<file path="config.mk">
export PLATFORM = sky130hd
export DESIGN_NAME = hs_bus_top
export DESIGN_NICKNAME = d
export VERILOG_FILES = /design/src/rtl/hs_pkg.sv /design/src/rtl/hs_sync.sv /design/src/rtl/hs_master_ctrl.sv /design/src/rtl/hs_master_dp.sv /design/src/rtl/hs_slave.sv /design/src/rtl/hs_bus_top.sv
export SDC_FILE = /design/constraint.sdc
export NUM_CORES = 1
export LEC_CHECK = 0
export CAP_MARGIN = 30
export CORE_UTILIZATION = 57
export DETAILED_ROUTE_END_ITERATION = 7
export DONT_BUFFER_PORTS = 1
export PLACE_DENSITY = 0.75
export SLEW_MARGIN = 10
export SYNTH_ARGS = -nofsm -noshare
export SYNTH_HDL_FRONTEND = slang
export SYNTH_SLANG_ARGS = --single-unit
</file>
<file path="constraint.sdc">
create_clock -name clk -period 1.7 [get_ports clk]
set_input_delay 0.34 -clock clk [delete_from_list [all_inputs] [get_ports clk]]
set_output_delay 0.34 -clock clk [all_outputs]
set_load 0.01 [all_outputs]
</file>
<file path="src/rtl/hs_pkg.sv">
package hs_pkg;
  typedef enum logic [1:0] {M_IDLE, M_SETTLE, M_REQ, M_REL} mState_t;
  typedef enum logic {S_IDLE, S_ACK} sState_t;
  // strobes from master control to master datapath
  typedef struct packed {
    logic load;
    logic capture;
    logic finish;
  } mStrobe_t;
endpackage

</file>
<file path="src/rtl/hs_sync.sv">
module hs_sync #(
  parameter int STAGES = 2
) (
  input  logic clk,
  input  logic rstN,
  input  logic din,
  output logic dout
);
  logic [STAGES-1:0] chain;
  generate
    if (STAGES == 1) begin : g_one
      always_ff @(posedge clk or negedge rstN)
        if (!rstN) chain <= '0;
        else       chain <= din;
    end else begin : g_many
      always_ff @(posedge clk or negedge rstN)
        if (!rstN) chain <= '0;
        else       chain <= {chain[STAGES-2:0], din};
    end
  endgenerate
  assign dout = chain[STAGES-1];
endmodule

</file>
<file path="src/rtl/hs_master_ctrl.sv">
module hs_master_ctrl
  import hs_pkg::*;
#(
  parameter int SETTLE = 2,
  parameter int SYNC_STAGES = 2
) (
  input  logic     clk,
  input  logic     rstN,
  input  logic     cmdStart,
  input  logic     ackIn,
  output logic     busReq,
  output logic     cmdDone,
  output mStrobe_t strobe
);
  localparam int CNT_W = $clog2(SETTLE + 1);

  mState_t state;
  logic [CNT_W-1:0] settleCnt;
  logic ackSync;

  hs_sync #(.STAGES(SYNC_STAGES)) i_ackSync (
    .clk(clk), .rstN(rstN), .din(ackIn), .dout(ackSync)
  );

  always_comb begin
    strobe.load    = (state == M_IDLE) && cmdStart;
    strobe.capture = (state == M_REQ) && ackSync;
    strobe.finish  = (state == M_REL) && !ackSync;
  end

  always_ff @(posedge clk or negedge rstN) begin
    if (!rstN) begin
      state     <= M_IDLE;
      settleCnt <= '0;
      cmdDone   <= 1'b0;
    end else begin
      cmdDone <= strobe.finish;
      case (state)
        M_IDLE:
          if (cmdStart) begin
            state     <= M_SETTLE;
            settleCnt <= '0;
          end
        M_SETTLE:
          if (settleCnt == CNT_W'(SETTLE - 1)) state <= M_REQ;
          else settleCnt <= settleCnt + 1'b1;
        M_REQ:   if (ackSync)  state <= M_REL;
        M_REL:   if (!ackSync) state <= M_IDLE;
        default: state <= M_IDLE;
      endcase
    end
  end

  assign busReq = (state == M_REQ);


  done_pulse_chk: assert property (@(posedge clk) disable iff (!rstN)
    cmdDone |=> !cmdDone);

  req_needs_ack_chk: assert property (@(posedge clk) disable iff (!rstN)
    $fell(busReq) |-> ackSync);
endmodule

</file>
<file path="src/rtl/hs_master_dp.sv">
module hs_master_dp
  import hs_pkg::*;
#(
  parameter int ADDR_W = 8,
  parameter int DATA_W = 16
) (
  input  logic              clk,
  input  logic              rstN,
  input  mStrobe_t          strobe,
  input  logic [ADDR_W-1:0] cmdAddr,
  input  logic              cmdWrite,
  input  logic [DATA_W-1:0] cmdWData,
  input  logic [DATA_W-1:0] busDataIn,
  output logic [ADDR_W-1:0] busAddr,
  output logic              busWrite,
  output logic [DATA_W-1:0] mstData,
  output logic              mstDrive,
  output logic [DATA_W-1:0] cmdRData
);
  always_ff @(posedge clk or negedge rstN) begin
    if (!rstN) begin
      busAddr  <= '0;
      busWrite <= 1'b0;
      mstData  <= '0;
      mstDrive <= 1'b0;
      cmdRData <= '0;
    end else begin
      if (strobe.load) begin
        busAddr  <= cmdAddr;
        busWrite <= cmdWrite;
        mstData  <= cmdWData;
        mstDrive <= cmdWrite;
      end
      if (strobe.capture && !busWrite) cmdRData <= busDataIn;
      if (strobe.finish) mstDrive <= 1'b0;
    end
  end
endmodule

</file>
<file path="src/rtl/hs_slave.sv">
module hs_slave
  import hs_pkg::*;
#(
  parameter int ADDR_W = 8,
  parameter int DATA_W = 16,
  parameter int IDX_W = 4,
  parameter int SLV_BASE = 10,
  parameter int SYNC_STAGES = 2
) (
  input  logic              clk,
  input  logic              rstN,
  input  logic              reqIn,
  input  logic [ADDR_W-1:0] busAddr,
  input  logic              busWrite,
  input  logic [DATA_W-1:0] busDataIn,
  output logic              busAck,
  output logic [DATA_W-1:0] slvData,
  output logic              slvDrive
);
  localparam int SEL_W = ADDR_W - IDX_W;
  localparam int REGS  = 1 << IDX_W;

  sState_t state;
  logic reqSync;
  logic hit;
  logic [IDX_W-1:0] idx;
  logic [DATA_W-1:0] regFile [REGS];

  hs_sync #(.STAGES(SYNC_STAGES)) i_reqSync (
    .clk(clk), .rstN(rstN), .din(reqIn), .dout(reqSync)
  );

  assign hit = (busAddr[ADDR_W-1:IDX_W] == SEL_W'(SLV_BASE));
  assign idx = busAddr[IDX_W-1:0];

  always_ff @(posedge clk or negedge rstN) begin
    if (!rstN) begin
      state    <= S_IDLE;
      busAck   <= 1'b0;
      slvDrive <= 1'b0;
      slvData  <= '0;
      for (int i = 0; i < REGS; i++) regFile[i] <= '0;
    end else begin
      case (state)
        S_IDLE:
          if (reqSync && hit) begin
            busAck <= 1'b1;
            state  <= S_ACK;
            if (busWrite) regFile[idx] <= busDataIn;
            else begin
              slvData  <= regFile[idx];
              slvDrive <= 1'b1;
            end
          end
        S_ACK:
          if (!reqSync) begin
            busAck   <= 1'b0;
            slvDrive <= 1'b0;
            state    <= S_IDLE;
          end
        default: state <= S_IDLE;
      endcase
    end
  end


  drive_in_ack_chk: assert property (@(posedge clk) disable iff (!rstN)
    slvDrive |-> busAck && !busWrite);

  ack_drop_chk: assert property (@(posedge clk) disable iff (!rstN)
    $fell(busAck) |-> !reqSync);
endmodule

</file>
<file path="src/rtl/hs_bus_top.sv">
module hs_bus_top
  import hs_pkg::*;
#(
  parameter int ADDR_W = 8,
  parameter int DATA_W = 16,
  parameter int IDX_W = 4,
  parameter int SLV_BASE = 10,
  parameter int SETTLE = 2,
  parameter int SYNC_STAGES = 2
) (
  input  logic              clk,
  input  logic              rstN,
  input  logic              cmdStart,
  input  logic              cmdWrite,
  input  logic [ADDR_W-1:0] cmdAddr,
  input  logic [DATA_W-1:0] cmdWData,
  output logic              cmdDone,
  output logic [DATA_W-1:0] cmdRData,
  output logic              busReq,
  output logic              busAck,
  output logic [ADDR_W-1:0] busAddr,
  output logic              slvDrive
);
  mStrobe_t strobe;
  logic busWrite, mstDrive;
  logic [DATA_W-1:0] mstData, slvData, busData;

  hs_master_ctrl #(.SETTLE(SETTLE), .SYNC_STAGES(SYNC_STAGES)) i_mCtrl (
    .clk(clk), .rstN(rstN), .cmdStart(cmdStart), .ackIn(busAck),
    .busReq(busReq), .cmdDone(cmdDone), .strobe(strobe)
  );

  hs_master_dp #(.ADDR_W(ADDR_W), .DATA_W(DATA_W)) i_mDp (
    .clk(clk), .rstN(rstN), .strobe(strobe), .cmdAddr(cmdAddr),
    .cmdWrite(cmdWrite), .cmdWData(cmdWData), .busDataIn(busData),
    .busAddr(busAddr), .busWrite(busWrite), .mstData(mstData),
    .mstDrive(mstDrive), .cmdRData(cmdRData)
  );

  hs_slave #(.ADDR_W(ADDR_W), .DATA_W(DATA_W), .IDX_W(IDX_W),
             .SLV_BASE(SLV_BASE), .SYNC_STAGES(SYNC_STAGES)) i_slave (
    .clk(clk), .rstN(rstN), .reqIn(busReq), .busAddr(busAddr),
    .busWrite(busWrite), .busDataIn(busData), .busAck(busAck),
    .slvData(slvData), .slvDrive(slvDrive)
  );

  // shared data lines: whichever agent enables its driver, else idle low
  assign busData = slvDrive ? slvData : (mstDrive ? mstData : '0);


  no_contention_chk: assert property (@(posedge clk) disable iff (!rstN)
    !(slvDrive && mstDrive));

  ack_after_req_chk: assert property (@(posedge clk) disable iff (!rstN)
    $rose(busAck) |-> busReq);

  addr_hold_chk: assert property (@(posedge clk) disable iff (!rstN)
    (busReq || busAck) |-> $stable(busAddr));
endmodule

</file>
# After elaboration in Yosys (flattened, before gate mapping)
# Cells that the tools add are included.
dict set report totals {
  register_bits 326
  latch_bits 0
  mem_bits_rw 0
  rom_bits 0
  in_bits 28
  out_inout_bits 28
  wordCells 93
  n_memories 0
}
dict set report classes {
  addsub 1
  multipliers 0
  div_mod_pow 0
  n_lt_le_gt_ge 2
  n_eq_ne 13
  shift 0
  muxes 27
  bitwise 3
  n_reduce_logical 17
}
# operator n
set op_table {}
lappend op_table {{bitwise mux 256 bit} 1}
lappend op_table {{2-to-1 mux 16 bit} 5}
lappend op_table {{binary-select mux 16 bit (select 4 bit)} 1}
lappend op_table {{demux 16 bit (select 4 bit)} 1}
lappend op_table {{2-to-1 mux 2 bit} 6}
lappend op_table {{!= test 2 bit (second input constant)} 6}
lappend op_table {{AND reduction 3 bit} 4}
lappend op_table {{2-to-1 mux 1 bit} 8}
lappend op_table {{case mux 2 bit (4 select lines)} 1}
lappend op_table {{logical AND 1 bit} 6}
lappend op_table {{case mux 1 bit (2 select lines)} 3}
lappend op_table {{>= comparator 5 bit (second input constant)} 1}
lappend op_table {{< comparator 5 x 1 -> 1 bit (second input constant)} 1}
lappend op_table {{NOT 4 -> 5 bit} 1}
lappend op_table {{== test 2 x 1 -> 1 bit (second input constant)} 2}
lappend op_table {{== test 2 bit (second input constant)} 2}
lappend op_table {{== test 4 bit (second input constant)} 1}
lappend op_table {{!= test 2 x 1 -> 1 bit (second input constant)} 2}
lappend op_table {{case mux 2 bit (2 select lines)} 1}
lappend op_table {{AND reduction 4 bit} 1}
lappend op_table {{nonzero test 2 bit} 2}
lappend op_table {{adder 2 x 1 -> 2 bit (second input constant)} 1}
lappend op_table {{zero test 1 bit} 2}
lappend op_table {{zero test 2 bit} 1}
lappend op_table {{2 further kinds} 3}

# Longest topological paths before layout
dict set report depth {
  ltp_word 6
  depth_mapped 8
  mapped_depth_nobuf 6
}

# Modules after synthesis
# Synthesis repeated with hierarchy kept, for this count alone.
dict set report hier_totals {
  cells_unflattened 919
  hier_area_um2 15298.4
}
# module n_inst cells_each area_each_um2 seq_area_each_um2
set by_module_without_submodules {}
lappend by_module_without_submodules {hs_slave 1 767 13026.2 6881.6}
lappend by_module_without_submodules {hs_master_dp 1 93 1611.5 1051.0}
lappend by_module_without_submodules {hs_master_ctrl 1 31 359.1 125.1}
lappend by_module_without_submodules {hs_bus_top 1 24 201.4 0.0}
lappend by_module_without_submodules {hs_sync 2 2 50.0 50.0}

# Worst setup path after synthesis
# No wires, ideal clock.
dict set report synth_path {
  kind {flip-flop to flip-flop}
  start {reg i_mDp.busAddr[2]}
  end {reg i_slave.slvData[5]}
  setup_ps 143
  arrival_ps 1590
  required_ps 1557
  path_slack_ps -34
  path_stages_with_launch 6
  n_path_buf 2
  period_less_slack_ps 1734
  cell_sequence {dfrtp_1 > buf_4 > buf_4 > mux4_2 > mux2i_1 > a221oi_2}
}
dict set report synth_between {
  elab_chain_cells 4
}
# item line
set synth_lines {}
lappend synth_lines {{from (decl)} hs_master_dp.sv:14} ;# output logic [ADDR_W-1:0] busAddr,
lappend synth_lines {{from (signal assigned)} hs_master_dp.sv:29} ;# busAddr <= cmdAddr;
lappend synth_lines {{NOT 4 -> 5 bit (not written as such)} hs_slave.sv:51} ;# slvData <= regFile[idx];
lappend synth_lines {{binary-select mux 16 bit (select 4 bit)} hs_slave.sv:51}
lappend synth_lines {{2-to-1 mux 16 bit (not written as such) (2 in series)} hs_slave.sv:51}
lappend synth_lines {{to (signal assigned)} hs_slave.sv:51}
lappend synth_lines {{to (decl)} hs_slave.sv:17} ;# output logic [DATA_W-1:0] slvData,
# No other way between the ends. The select of a mux whose other input is x is not followed.
# A chain may end at the register's enable or synchronous reset.

# Worst setup path in the final report
dict set report layout_path {
  start {reg i_mDp.busAddr[6]}
  end {reg i_slave.regFile[99] (netlist name)}
}
dict set report layout_between {
  elab_chain_cells 3
}
# item line
set layout_lines {}
lappend layout_lines {{== test 4 bit} hs_slave.sv:33} ;# assign hit = (busAddr[ADDR_W-1:IDX_W] == SEL_W'(SLV_BASE));
lappend layout_lines {{logical AND 1 bit} hs_slave.sv:46} ;# if (reqSync && hit) begin
lappend layout_lines {{AND reduction 3 bit (no source line)} n/a}
lappend layout_lines {{to (signal, indexed assignment)} hs_slave.sv:49} ;# if (busWrite) regFile[idx] <= busDataIn;
lappend layout_lines {{to (decl)} hs_slave.sv:27} ;# logic [DATA_W-1:0] regFile [REGS];
# No other way between the ends.

==> metrics.md <==
| Metric | Value |
|---|---|
| Tcrit/Tclk final | `1.13` |
| Slew HR | `0.344` |
| Initial DRC count | `1517` |
| Int Pwr | `16.3 mW` |
| Cts hold-fix bufs | `26` |
| CTS H-tree depth | `1` |
| PwrDens | `1430 mW/mm²` |
| Global route overflow | `0` |
| Die area | `0.0250 mm²` |
| First-pass GRT wire length | `60700 µm` |
| Initial antenna violation count | `4` |
| Storage element area | `0.00817 mm²` |
| Leak | `7.74 nW` |
| Worst Max-Slew Pin Slew | `984 ps` |
| CTS tree | `built` |
| Initial Util | `0.585` |
| Core box area | `0.0237 mm²` |
| Die Width | `158 µm` |
| Multi-input gate area | `0.00594 mm²` |
| Worst EP arrival | `2340 ps` |
| Clk Tree Root Cell | `clkbuf_16` |
| Avg Inst Size Synth | `11.4 µm²` |
| Setup TNS | `-21010 ps` |
| Sw Pwr | `8.98 mW` |
| Vias in the first global route | `10800` |
| Finished Layout Cells | `1664` |
| Placed Cells | `1520` |
| Seq pwr share | `0.387` |
| Status | `finished with violations` |
| Layout cell share with drive strength beyond 1 | `0.335` |
| Synthesized area | `0.0139 mm²` |
| Element type at the critical path end | `flip-flop` |
| Largest net degree at the start of global routing | `327` |
| Critical Path Start Type | `flip-flop` |
| Syn nets | `1253` |
| Yosys cell types | `41` |
| Area Growth Syn to Fin | `27.9%` |
| Post-synth top area share | `0.588` |
| Die H | `158 µm` |
| DRC violations left | `0` |
| Hold Vio Cnt, Final | `326` |
| Cells after Synth | `1219` |
| Clock share of power | `0.288` |
| Top-Level Pins | `56` |
| Tmin final | `1910 ps` |
| Ys flop type | `dfrtp_1` |
| Vias per cell | `6.90` |
| Row count | `56` |
| # fillers | `1351` |
| Insertion delay to the later sink of the worst-skew pair | `580 ps` |
| Final WL | `50300 µm` |
| CTS clock-pin slew for the worst setup and hold paths | `70 ps` |
| Final ANT Viol Nets | `0` |
| Endpoints failing setup | `259` |
| Vias | `11500` |
| Worst Setup Path Type | `reg2reg` |
| Max-Cap Viols | `0` |
| Hold Crit Class | `in2async` |
| Bufs on Longest Clock Path | `3` |
| Synth area leader | `dfrtp_1` |
| Count leader, synth | `dfrtp_1` |
| Detailed Routing Iterations Pass 1 | `6` |
| Seq cells post-synth | `326` |
| Post-synth ARST share | `1.00` |
| Failing checks | `negative hold slack, negative setup slack` |
| CP Max Fanout | `16` |
| Placer Congestion | `0.861` |
| Port buffer count | `0` |
| Crit path setup slack, layout | `-213 ps` |
| Combinational power share | `0.326` |
| Max Freq | `523 MHz` |
| Sink Count | `326` |
| Critical Path RT | `2130 ps` |
| Switch share | `0.355` |
| Worst VDD drop | `1440 µV` |
| Number of flops mapped to enable cells by yosys | `0` |
| RSZ-0062 raised after global routing | `yes` |
| Largest cells by area after synthesis | `dfrtp_1 59%, mux4_2 10%, o21ai_0 9.8%` |
| Clock skew | `22.7 ps` |
| Max-slew violation count | `0` |
| Total CTS buffers | `31` |
| HPWL after DPL | `21900 µm` |
| Post-synth top cells | `326 x dfrtp_1, 280 x nand2_1, 272 x o21ai_0, 73 x clkbuf_1, 62 x mux4_2` |
| Synth Warn # | `0` |
| Nets | `1352` |
| Overall routing resource usage | `0.328` |
| Post-synthesis sequential area ratio | `0.588` |
| Hold Slack | `-540 ps` |
| Routed length per instance | `30.2 µm` |
## worst paths after layout
check / start / endpoint / slack, ps / depth (start not counted)
setup reg to reg: i_mDp.busAddr[6] / i_slave.regFile[99] / -210 / 8
hold reg to reg: i_slave.i_reqSync.chain[0] / i_slave.i_reqSync.chain[1] / 360 / 0
min in group clk: cmdStart / i_mDp.mstDrive / 0 / 2
setup / recovery: i_mDp.busAddr[6] / i_slave.regFile[99] / -210 / 8
hold / removal: rstN / i_mDp.busAddr[7] / -540 / 0
max in group asynchronous: rstN / i_slave.regFile[84] / 1420 / 0
## through the flow
step                power, mW  hold WS [ps]  setup slack (ps)  cell area (µm²)   util
finish                   25.3          -540              -213            17700  0.749
global route             25.9          -547              -229            17700  0.749
CTS                      24.0          -537             -62.9            16500  0.697
detailed placement       16.0          51.1              -111            14700  0.621
global placement         15.8          50.3             -84.9            14700  0.621
floorplan                13.5          44.4             -11.0            13900      -
## logic make-up after synthesis
logic type / share of synthesized area
compound gates: 0.135
fa+ha+maj: 0.00541
buf+inv: 0.0352
flops: 0.588
mux: 0.135
simple gates: 0.101
## power groups by stage
stage                     Combinational (mW)  Sequential, mW  Clock (mW)
after global placement                  6.14            9.65           0
after detailed placement                6.28            9.68           0
final                                   8.23            9.78        7.27
after global routing                    8.50            9.84        7.56
after floorplan                         4.18            9.30           0
after CTS                               7.20            9.59        7.19
## cells in the final DEF, fill, tap and decap left out, types with 3 or more instances in the layout
cell,count
o21ai_0,150
nor2b_4,3
mux4_2,62
dlygate4sd3_1,25
nand3_1,3
o21ai_2,39
inv_1,3
buf_12,31
clkinvlp_4,3
nand2_4,28
mux2_2,24
bufinv_16,4
a21o_1,3
mux2i_2,7
clkbuf_1,7
nor2_1,17
nand2_2,38
o21ai_1,83
clkinv_2,5
buf_6,33
a221oi_2,15
o22ai_2,12
nand2_1,214
ha_4,3
buf_4,62
mux2i_1,12
a22oi_1,15
clkbuf_16,47
clkbuf_8,4
nand4_1,17
diode_2,3
and3b_2,3
dfrtp_1,322
ha_1,3
## registers in the layout (all words and copies together), names as in the netlist, 2 cells and up
signal	count
i_slave.slvData	16
i_slave.regFile	256
i_slave.i_reqSync.chain	2
i_mDp.cmdRData	16
i_mDp.busAddr	8
i_mDp.mstData	16
i_mCtrl.i_ackSync.chain	2
i_mCtrl.state	2
i_mCtrl.settleCnt	2
## area by class of cell
type                       count  share of cell area
clock inverter                15              0.0109
clock buffer                  42              0.0483
timing repair buffer         169               0.121
multi-input combinational    785               0.335
sequential                   326               0.460
inverter                       5             0.00106
tap                          319              0.0225
antenna                        3            0.000423
## layer usage
metal / share of wire / global-route usage / wire length [µm] / up-vias
met2: 0.45 / 0.520 / 22400 / 892
met1: 0.33 / 0.426 / 16600 / 5683
met5: 0.00070 / 0 / 35 / -
met3: 0.14 / 0.0849 / 6840 / 380
met4: 0.088 / 0.152 / 4430 / 6
li1: - / - / - / 4524
## critical path: stages (launching register included)
cell,delay (ps)
dfrtp_1,430
and4bb_4,390
buf_6,130
clkbuf_16,130
nand4_1,110
buf_6,200
buf_12,170
nand2_1,100
o21ai_0,110
## timing repair
| action | in CTS | in global routing |
|---|---|---|
| hold endpoints to repair | 352 | 326 |
| resized for setup | 55 | 319 |
| setup buffers | 17 | 16 |
| gates cloned | 3 | 25 |
| setup endpoints to repair | 144 | 261 |
| pin swaps | 7 | 57 |
Power figures use the tool's default switching activity.
